===== config.mk =====
export PLATFORM = sky130hd
export DESIGN_NAME = sdram_burst_seq
export DESIGN_NICKNAME = d
export VERILOG_FILES = /design/src/rtl/sbs_pkg.sv /design/src/rtl/sbs_col_gen.sv /design/src/rtl/sbs_rd_pipe.sv /design/src/rtl/sdram_burst_seq.sv
export SDC_FILE = /design/constraint.sdc
export NUM_CORES = 1
export LEC_CHECK = 0
export ABC_CLOCK_PERIOD_IN_PS = 3570
export BUFFER_PORTS_ARGS = -buffer_cell sky130_fd_sc_hd__clkbuf_2
export CORE_MARGIN = 2
export CORE_UTILIZATION = 58
export CTS_CLUSTER_DIAMETER = 30
export DETAILED_ROUTE_END_ITERATION = 10
export GPL_TIMING_DRIVEN = 0
export PLACE_DENSITY = 0.84
export SLEW_MARGIN = 10
export SYNTH_ARGS = -nofsm -noshare
export SYNTH_HDL_FRONTEND = slang
export SYNTH_HIERARCHICAL = 1
export SYNTH_SLANG_ARGS = --single-unit

===== constraint.sdc =====
create_clock -name clk_i -period 3.57 [get_ports clk_i]
set_input_delay 0.714 -clock clk_i [delete_from_list [all_inputs] [get_ports clk_i]]
set_output_delay 0.714 -clock clk_i [all_outputs]
set_load 0.02 [all_outputs]

===== src/rtl/sbs_pkg.sv =====
package sbs_pkg;
  localparam int COL_W = 8;
  localparam int LEN_LSB = 0;
  localparam int ILV_BIT = 3;
  localparam int LAT_LSB = 4;
  localparam int MODE_W = 7;
  localparam logic [2:0] LEN_FULL = 3'b111;

  typedef logic [COL_W-1:0] col_t;

  function automatic col_t len_mask(input logic [2:0] code);
    case (code)
      3'b001:  len_mask = col_t'(1);
      3'b010:  len_mask = col_t'(3);
      3'b011:  len_mask = col_t'(7);
      LEN_FULL: len_mask = '1;
      default: len_mask = '0;
    endcase
  endfunction
endpackage


===== src/rtl/sbs_col_gen.sv =====
module sbs_col_gen
  import sbs_pkg::*;
(
  input  logic       clk_i,
  input  logic       rst_ni,
  input  logic       start_i,
  input  logic       stop_i,
  input  col_t       col_i,
  input  logic [2:0] code_i,
  input  logic       ilv_i,
  output logic       act_o,
  output col_t       col_o
);
  logic act_q, full_q, ilv_q;
  col_t cnt_q, base_q, mask_q, off;
  logic full_d;

  assign full_d = (code_i == LEN_FULL);

  always_ff @(posedge clk_i or negedge rst_ni) begin
    if (!rst_ni) begin
      act_q  <= 1'b0;
      full_q <= 1'b0;
      ilv_q  <= 1'b0;
      cnt_q  <= '0;
      base_q <= '0;
      mask_q <= '0;
    end else if (start_i) begin
      act_q  <= 1'b1;
      cnt_q  <= '0;
      base_q <= col_i;
      mask_q <= len_mask(code_i);
      full_q <= full_d;
      ilv_q  <= ilv_i & ~full_d;
    end else if (act_q) begin
      if (stop_i || (!full_q && cnt_q == mask_q)) act_q <= 1'b0;
      else                                        cnt_q <= cnt_q + 1'b1;
    end
  end

  // offset bits only; upper bits keep the aligned block
  assign off   = ilv_q ? (base_q ^ cnt_q) : (base_q + cnt_q);
  assign col_o = (base_q & ~mask_q) | (off & mask_q);
  assign act_o = act_q;


  first_col_chk: assert property (@(posedge clk_i) disable iff (!rst_ni)
    start_i |=> act_o && col_o == $past(col_i));

  stop_end_chk: assert property (@(posedge clk_i) disable iff (!rst_ni)
    act_o && stop_i && !start_i |=> !act_o);

  cnt_bound_chk: assert property (@(posedge clk_i) disable iff (!rst_ni)
    act_q && !full_q |-> cnt_q <= mask_q);
endmodule


===== src/rtl/sbs_rd_pipe.sv =====
module sbs_rd_pipe #(
  parameter int NB    = 2,
  parameter int MAX_L = 3
) (
  input  logic          clk_i,
  input  logic          rst_ni,
  input  logic          beat_i,
  input  logic          lat3_i,
  input  logic [NB-1:0] dqm_i,
  output logic          rd_vld_o,
  output logic [NB-1:0] rd_oe_o
);
  logic [MAX_L-1:0] pipe_q;
  logic [NB-1:0]    dqm1_q, dqm2_q;

  always_ff @(posedge clk_i or negedge rst_ni) begin
    if (!rst_ni) begin
      pipe_q <= '0;
      dqm1_q <= '1;
      dqm2_q <= '1;
    end else begin
      pipe_q <= {pipe_q[MAX_L-2:0], beat_i};
      dqm1_q <= dqm_i;
      dqm2_q <= dqm1_q;
    end
  end

  assign rd_vld_o = lat3_i ? pipe_q[2] : pipe_q[1];
  assign rd_oe_o  = rd_vld_o ? ~dqm2_q : '0;


  rd_lat_chk: assert property (@(posedge clk_i) disable iff (!rst_ni)
    rd_vld_o |-> $past(beat_i, 2) || $past(beat_i, 3));

  oe_gate_chk: assert property (@(posedge clk_i) disable iff (!rst_ni)
    |rd_oe_o |-> rd_vld_o);
endmodule


===== src/rtl/sdram_burst_seq.sv =====
module sdram_burst_seq
  import sbs_pkg::*;
#(
  parameter int NB = 2
) (
  input  logic              clk_i,
  input  logic              rst_ni,
  input  logic              start_i,
  input  logic              write_i,
  input  logic [COL_W-1:0]  col_i,
  input  logic [MODE_W-1:0] mode_i,
  input  logic              stop_i,
  input  logic [NB-1:0]     dqm_i,
  output logic [COL_W-1:0]  col_o,
  output logic              col_vld_o,
  output logic [NB-1:0]     wr_stb_o,
  output logic              rd_vld_o,
  output logic [NB-1:0]     rd_oe_o
);
  localparam int MAX_L = 3;

  logic wr_q, lat3_q, act;

  always_ff @(posedge clk_i or negedge rst_ni) begin
    if (!rst_ni) begin
      wr_q   <= 1'b0;
      lat3_q <= 1'b0;
    end else if (start_i) begin
      wr_q   <= write_i;
      lat3_q <= (mode_i[LAT_LSB +: 3] == 3'd3);
    end
  end

  sbs_col_gen i_col_gen (
    .clk_i   (clk_i),
    .rst_ni  (rst_ni),
    .start_i (start_i),
    .stop_i  (stop_i),
    .col_i   (col_i),
    .code_i  (mode_i[LEN_LSB +: 3]),
    .ilv_i   (mode_i[ILV_BIT]),
    .act_o   (act),
    .col_o   (col_o)
  );

  sbs_rd_pipe #(.NB(NB), .MAX_L(MAX_L)) i_rd_pipe (
    .clk_i    (clk_i),
    .rst_ni   (rst_ni),
    .beat_i   (act & ~wr_q),
    .lat3_i   (lat3_q),
    .dqm_i    (dqm_i),
    .rd_vld_o (rd_vld_o),
    .rd_oe_o  (rd_oe_o)
  );

  assign col_vld_o = act;
  assign wr_stb_o  = (act && wr_q) ? ~dqm_i : '0;


  stb_in_beat_chk: assert property (@(posedge clk_i) disable iff (!rst_ni)
    |wr_stb_o |-> col_vld_o);

  idle_quiet_chk: assert property (@(posedge clk_i) disable iff (!rst_ni)
    !col_vld_o |-> wr_stb_o == '0);
endmodule


==> Word-level counts from Yosys, hierarchy flattened <==
Cells that the tools add are included.
{ "word_totals": {"regBits": 36, "romBits": 0, "n_memories": 0, "ram_bits": 0, "out_inout_bits": 14, "latchBits": 0} }
{ "op_classes": {"n_shift": 0, "n_div": 0, "n_reduce_logical": 6, "eq_ne": 7, "muxes": 11, "n_bitwise": 11, "magnitude_cmp": 0, "n_addsub": 2, "multipliers": 0} }
{ "op_table": {"columns": ["operator", "n"], "rows": [
  ["2-to-1 mux 8 bit", 4],
  ["one-hot mux 8 bit (4 select lines)", 1],
  ["bitwise AND 8 bit", 2],
  ["== test 3 x 2 -> 1 bit (second input constant)", 3],
  ["adder 8 x 1 -> 8 bit (second input constant)", 1],
  ["adder 8 bit", 1],
  ["== test 8 bit", 1],
  ["NOT 8 bit", 1],
  ["OR 8 bit", 1],
  ["XOR 8 bit", 1],
  ["2-to-1 mux 1 bit", 4],
  ["2-to-1 mux 2 bit", 2],
  ["NOT 2 bit", 2],
  ["== test 3 x 1 -> 1 bit (second input constant)", 1],
  ["== test 3 bit (second input constant)", 1],
  ["bitwise AND 1 bit", 2],
  ["logical AND 1 bit", 2],
  ["inequality test 2 bit (second input constant)", 1],
  ["NOT 1 bit", 2],
  ["AND reduction 2 bit", 1],
  ["nonzero test 2 bit", 1],
  ["zero test 1 bit", 1],
  ["logical OR 1 bit", 1]
]} }

==> Depth between registers and ports, before layout <==
{ "depth": {"word_depth": 6, "depth_mapped": 8, "depth_no_buf": 8} }

==> Hierarchy <==
Netlist, hierarchy kept.
{ "modules_own_cells": {"columns": ["module", "n_inst", "area_per_inst_um2", "cells_each"], "rows": [
  ["sbs_col_gen", 1, 1417.6, 151],
  ["sbs_rd_pipe", 1, 201.4, 11],
  ["sdram_burst_seq", 1, 100.1, 10]
]} }

==> Worst setup path after synthesis <==
Ideal clock, no wire load.
{ "synth_timing": {"kind": "register to output", "from": "register i_col_gen.cnt_q[0]", "to": "output col_o[4]", "path_stages_with_launch": 9, "n_path_buf": 0, "t_arrival_ns": 1.876, "slack_ns": 0.980, "cell_sequence": "dfrtp_1 -> ha_1 -> inv_1 -> fa_1 -> nor2b_1 -> o21ai_0 -> a21oi_1 -> xnor2_1 -> a21oi_1"} }
{ "synth_between": {"elab_chain_cells": 4} }
{ "synth_lines": {"columns": ["element", "line", "text"], "rows": [
  ["start: declaration", "sbs_col_gen.sv:15", "col_t cnt_q, base_q, mask_q, off;"],
  ["start signal: assignment", "sbs_col_gen.sv:37", "else cnt_q <= cnt_q + 1'b1;"],
  ["adder 8 bit", "sbs_col_gen.sv:42", "assign off = ilv_q ? (base_q ^ cnt_q) : (base_q + cnt_q);"],
  ["2-to-1 mux 8 bit", "sbs_col_gen.sv:42", null],
  ["bitwise AND 8 bit", "sbs_col_gen.sv:43", "assign col_o = (base_q & ~mask_q) | (off & mask_q);"],
  ["OR 8 bit", "sbs_col_gen.sv:43", null],
  ["end: declaration", "sdram_burst_seq.sv:14", "output logic [COL_W-1:0] col_o,"]
]} }
Every way passes these cells.

==> Worst setup path after layout <==
{ "layout_timing": {"from": "register i_col_gen.cnt_q[0]", "to": "output col_o[6]"} }
The elaborated chain is that of the path after synthesis.

==> impl_metrics.json <==
{
  "outcome": "complete, no violations",
  "crit_type": "flop to output pin",
  "grt_max_degree": 32,
  "max_freq_mhz": 315.3,
  "grt_first_pass_wirelength_um": 6230,
  "area_growth_pct": 16.67,
  "antennaDiodeCount": 0,
  "post_cts_resized": 0,
  "multi_input_area_um2": 867.1,
  "die_area_mm2": 0.003416,
  "die_h_um": 58.45,
  "hold_buffers": 0,
  "worst_slack_ns": 0.3983,
  "io_pins": 36,
  "cts_buffers": 5,
  "dr.pass1.iters": 4,
  "slowest_stage": "dfrtp_1",
  "syn_area_mm2": 0.001719,
  "place_congestion": 0.7842,
  "ant_nets": 0,
  "p_leak_nw": 0.9596,
  "cp_cell_sequence": "ha_1 > inv_1 > fa_1 > nor2b_1 > o21ai_0 > a21oi_1 > o211ai_1 > nand3b_1 > clkbuf_2",
  "cts_root_buf": "clkbuf_4",
  "r2r_setup_slack_ns": 1.67,
  "core-area_mm2": 0.002781,
  "io_buffers": 35,
  "mostFrequentLayoutCells": "35 x clkbuf_2, 27 x dfrtp_1, 18 x nor2_1",
  "cts_tree": "built",
  "slew_viol_final": 0,
  "htreeDepth": 2,
  "fin_crit_ns": 3.172,
  "hold_path_class": "flop to flop",
  "crit_path_max_fanout": 7,
  "cts_setup_buffers": 0,
  "cts_sinks": 31,
  "period_share_pct": 88.84,
  "dpl.hpwl_um": 2742,
  "maxCapViolCount": 0,
  "clk_latency_ns": 0.33,
  "max_slew_margin_pct": 49.39,
  "setup_violations": 0,
  "rsz0062_at_grt": "false",
  "tightest_slew_ns": 0.7592,
  "start_util_pct": 61.81,
  "syn_nets": 203,
  "drive_above_1_share_pct": 27.44,
  "synth_edf_count": 0,
  "cp-start-kind": "flop",
  "avgSynthCellArea_um2": 9.995,
  "netlist_instances": 172,
  "drt_iter0_markers": 91,
  "yosys_warnings": 6,
  "final_util_pct": 72.11,
  "yosysSeqAreaShare_pct": 45.41,
  "final_common_cell": "clkbuf_2",
  "pre_cts_slack_ns": 0.8015,
  "clock_tree.buffer_depth": 2,
  "met3_length_um": 171,
  "antenna_found_initial": 0,
  "totalWireLength_um": 3679,
  "num_rows": 19,
  "grt_pass1_vias": 1416,
  "viasPerCell": 5.703,
  "routed.top_layer": "met4",
  "wl_met1_um": 1602,
  "cpPeakStageDelay_ns": 0.52,
  "cp-end-kind": "output pin",
  "ys_types": 41,
  "finalSetupTns_ns": 0,
  "clk_pin_slew_ns": 0.10,
  "ys.flop_type": "dfrtp_1",
  "die_w_um": 58.45,
  "fin_skew_ns": 0.008394,
  "route.detailed.drc": 0,
  "num_vias": 1403,
  "synth_seq_cells": 31,
  "wl_per_cell_um": 14.96,
  "power-per-cell-area_mw_per_mm2": 409.5,
  "critical_path_arrival_ns": 2.46,
  "vdd_drop_max_mv": 0.4198,
  "route.met2.wl_um": 1832,
  "hold_viol_final": 0,
  "nFillCells": 192,
  "grt_overflow": 0,
  "final_nets": 245,
  "required_ns": 2.86,
  "async_flop_share_pct": 100.0,
  "gr-usage-all-layers_pct": 24.78,
  "regArea_um2": 780.7
}
-- report_power, final --
group	switching [W]	internal, W
clock network	0.000126	0.000115
logic	0.000103	0.0000742
registers	0.0000252	0.000378
total	0.000254	0.000568
-- final cells by class --
type | count | area share, %
inverters | 14 | 2.620
repair buffers | 35 | 8.734
plain buffers | 5 | 0.9357
clock buffers | 7 | 3.244
clock inverters | 1 | 0.3743
well taps | 31 | 1.934
flip-flops and latches | 31 | 38.93
multi-input cells | 122 | 43.23
-- cell usage after synthesis, types with 2 or more instances --
cell	number	area [um2]
a21o_1	2	15.01
nor2_1	18	67.56
inv_1	14	52.55
dfrtp_1	27	675.7
mux2i_1	3	30.03
or3_1	2	12.51
mux2_2	8	90.09
ha_1	8	100.1
dfstp_2	4	105.1
xor2_1	5	43.79
a21oi_1	14	70.07
nand3b_1	2	15.01
nand3_1	6	30.03
nand4_1	2	12.51
xnor2_1	8	70.07
nor2b_1	3	18.77
nand2_1	9	33.78
clkbuf_1	4	15.01
o21ai_0	11	55.05
-- stage by stage --
step | instances | hold WS [ns] | instance area, um2 | power (W)
final | 246 | 0.3601 | 2006 | 0.0008213
after global routing | 246 | 0.3693 | 2006 | 0.0008654
after CTS | 246 | 0.3655 | 2006 | 0.0008245
after detailed placement | 238 | 0.3426 | 1933 | 0.0005868
after global placement | 238 | 0.3331 | 1933 | 0.0005756
after floorplan | 172 | 0.3312 | 1719 | 0.0005229
-- critical path: cells and delay by family, from the launching register on --
family | cells | cell delay, ns
AOI/OAI and AO/OA | 3 | 0.47
adders and majority gates | 2 | 0.65
buffers and inverters | 2 | 0.24
DFF | 1 | 0.52
and+or+nand+nor | 2 | 0.23
-- state kept, by name (all words and copies together) (netlist names) --
name,flops
i_col_gen/base_q,8
i_col_gen/cnt_q,8
i_col_gen/mask_q,3
i_rd_pipe/pipe_q,3
i_rd_pipe/dqm1_q,2
i_rd_pipe/dqm2_q,2
i_col_gen/act_o,1
i_col_gen/full_q,1
i_col_gen/ilv_q,1
lat3_q,1
wr_q,1
-- path summary, 6_finish.rpt --
path	startpoint	to	cells past startpoint
setup / recovery	i_col_gen/cnt_q[0]$_DFFE_PN0P_	col_o[6]	9
max in group asynchronous	rst_ni	i_col_gen/cnt_q[7]$_DFFE_PN0P_	1
hold reg to reg	i_rd_pipe/pipe_q[0]$_DFF_PN0_	i_rd_pipe/pipe_q[1]$_DFF_PN0_	0
min in group asynchronous	rst_ni	wr_q$_DFFE_PN0P_	1
setup reg to reg	i_col_gen/cnt_q[3]$_DFFE_PN0P_	i_col_gen/cnt_q[1]$_DFFE_PN0P_	4
hold / removal	i_rd_pipe/pipe_q[0]$_DFF_PN0_	i_rd_pipe/pipe_q[1]$_DFF_PN0_	0
-- metal layers --
metal,vias to the layer above,GRT usage (%)
li1,678,-
met1,675,32.45
met2,41,38.52
met3,9,6.813
met4,0,11.30
met5,-,0
-- cells by family after synthesis --
kind of cell / after synthesis / synth area share (%)
AND/OR/NAND/NOR: 53 / 15.94
AO/OA/AOI/OAI: 35 / 13.03
flip-flops: 31 / 45.41
buffers and inverters: 19 / 4.148
XOR/XNOR: 13 / 6.623
multiplexers: 12 / 7.860
adder cells (fa/ha/maj): 9 / 6.987
Note: power is estimated with default switching activity, not from simulation.
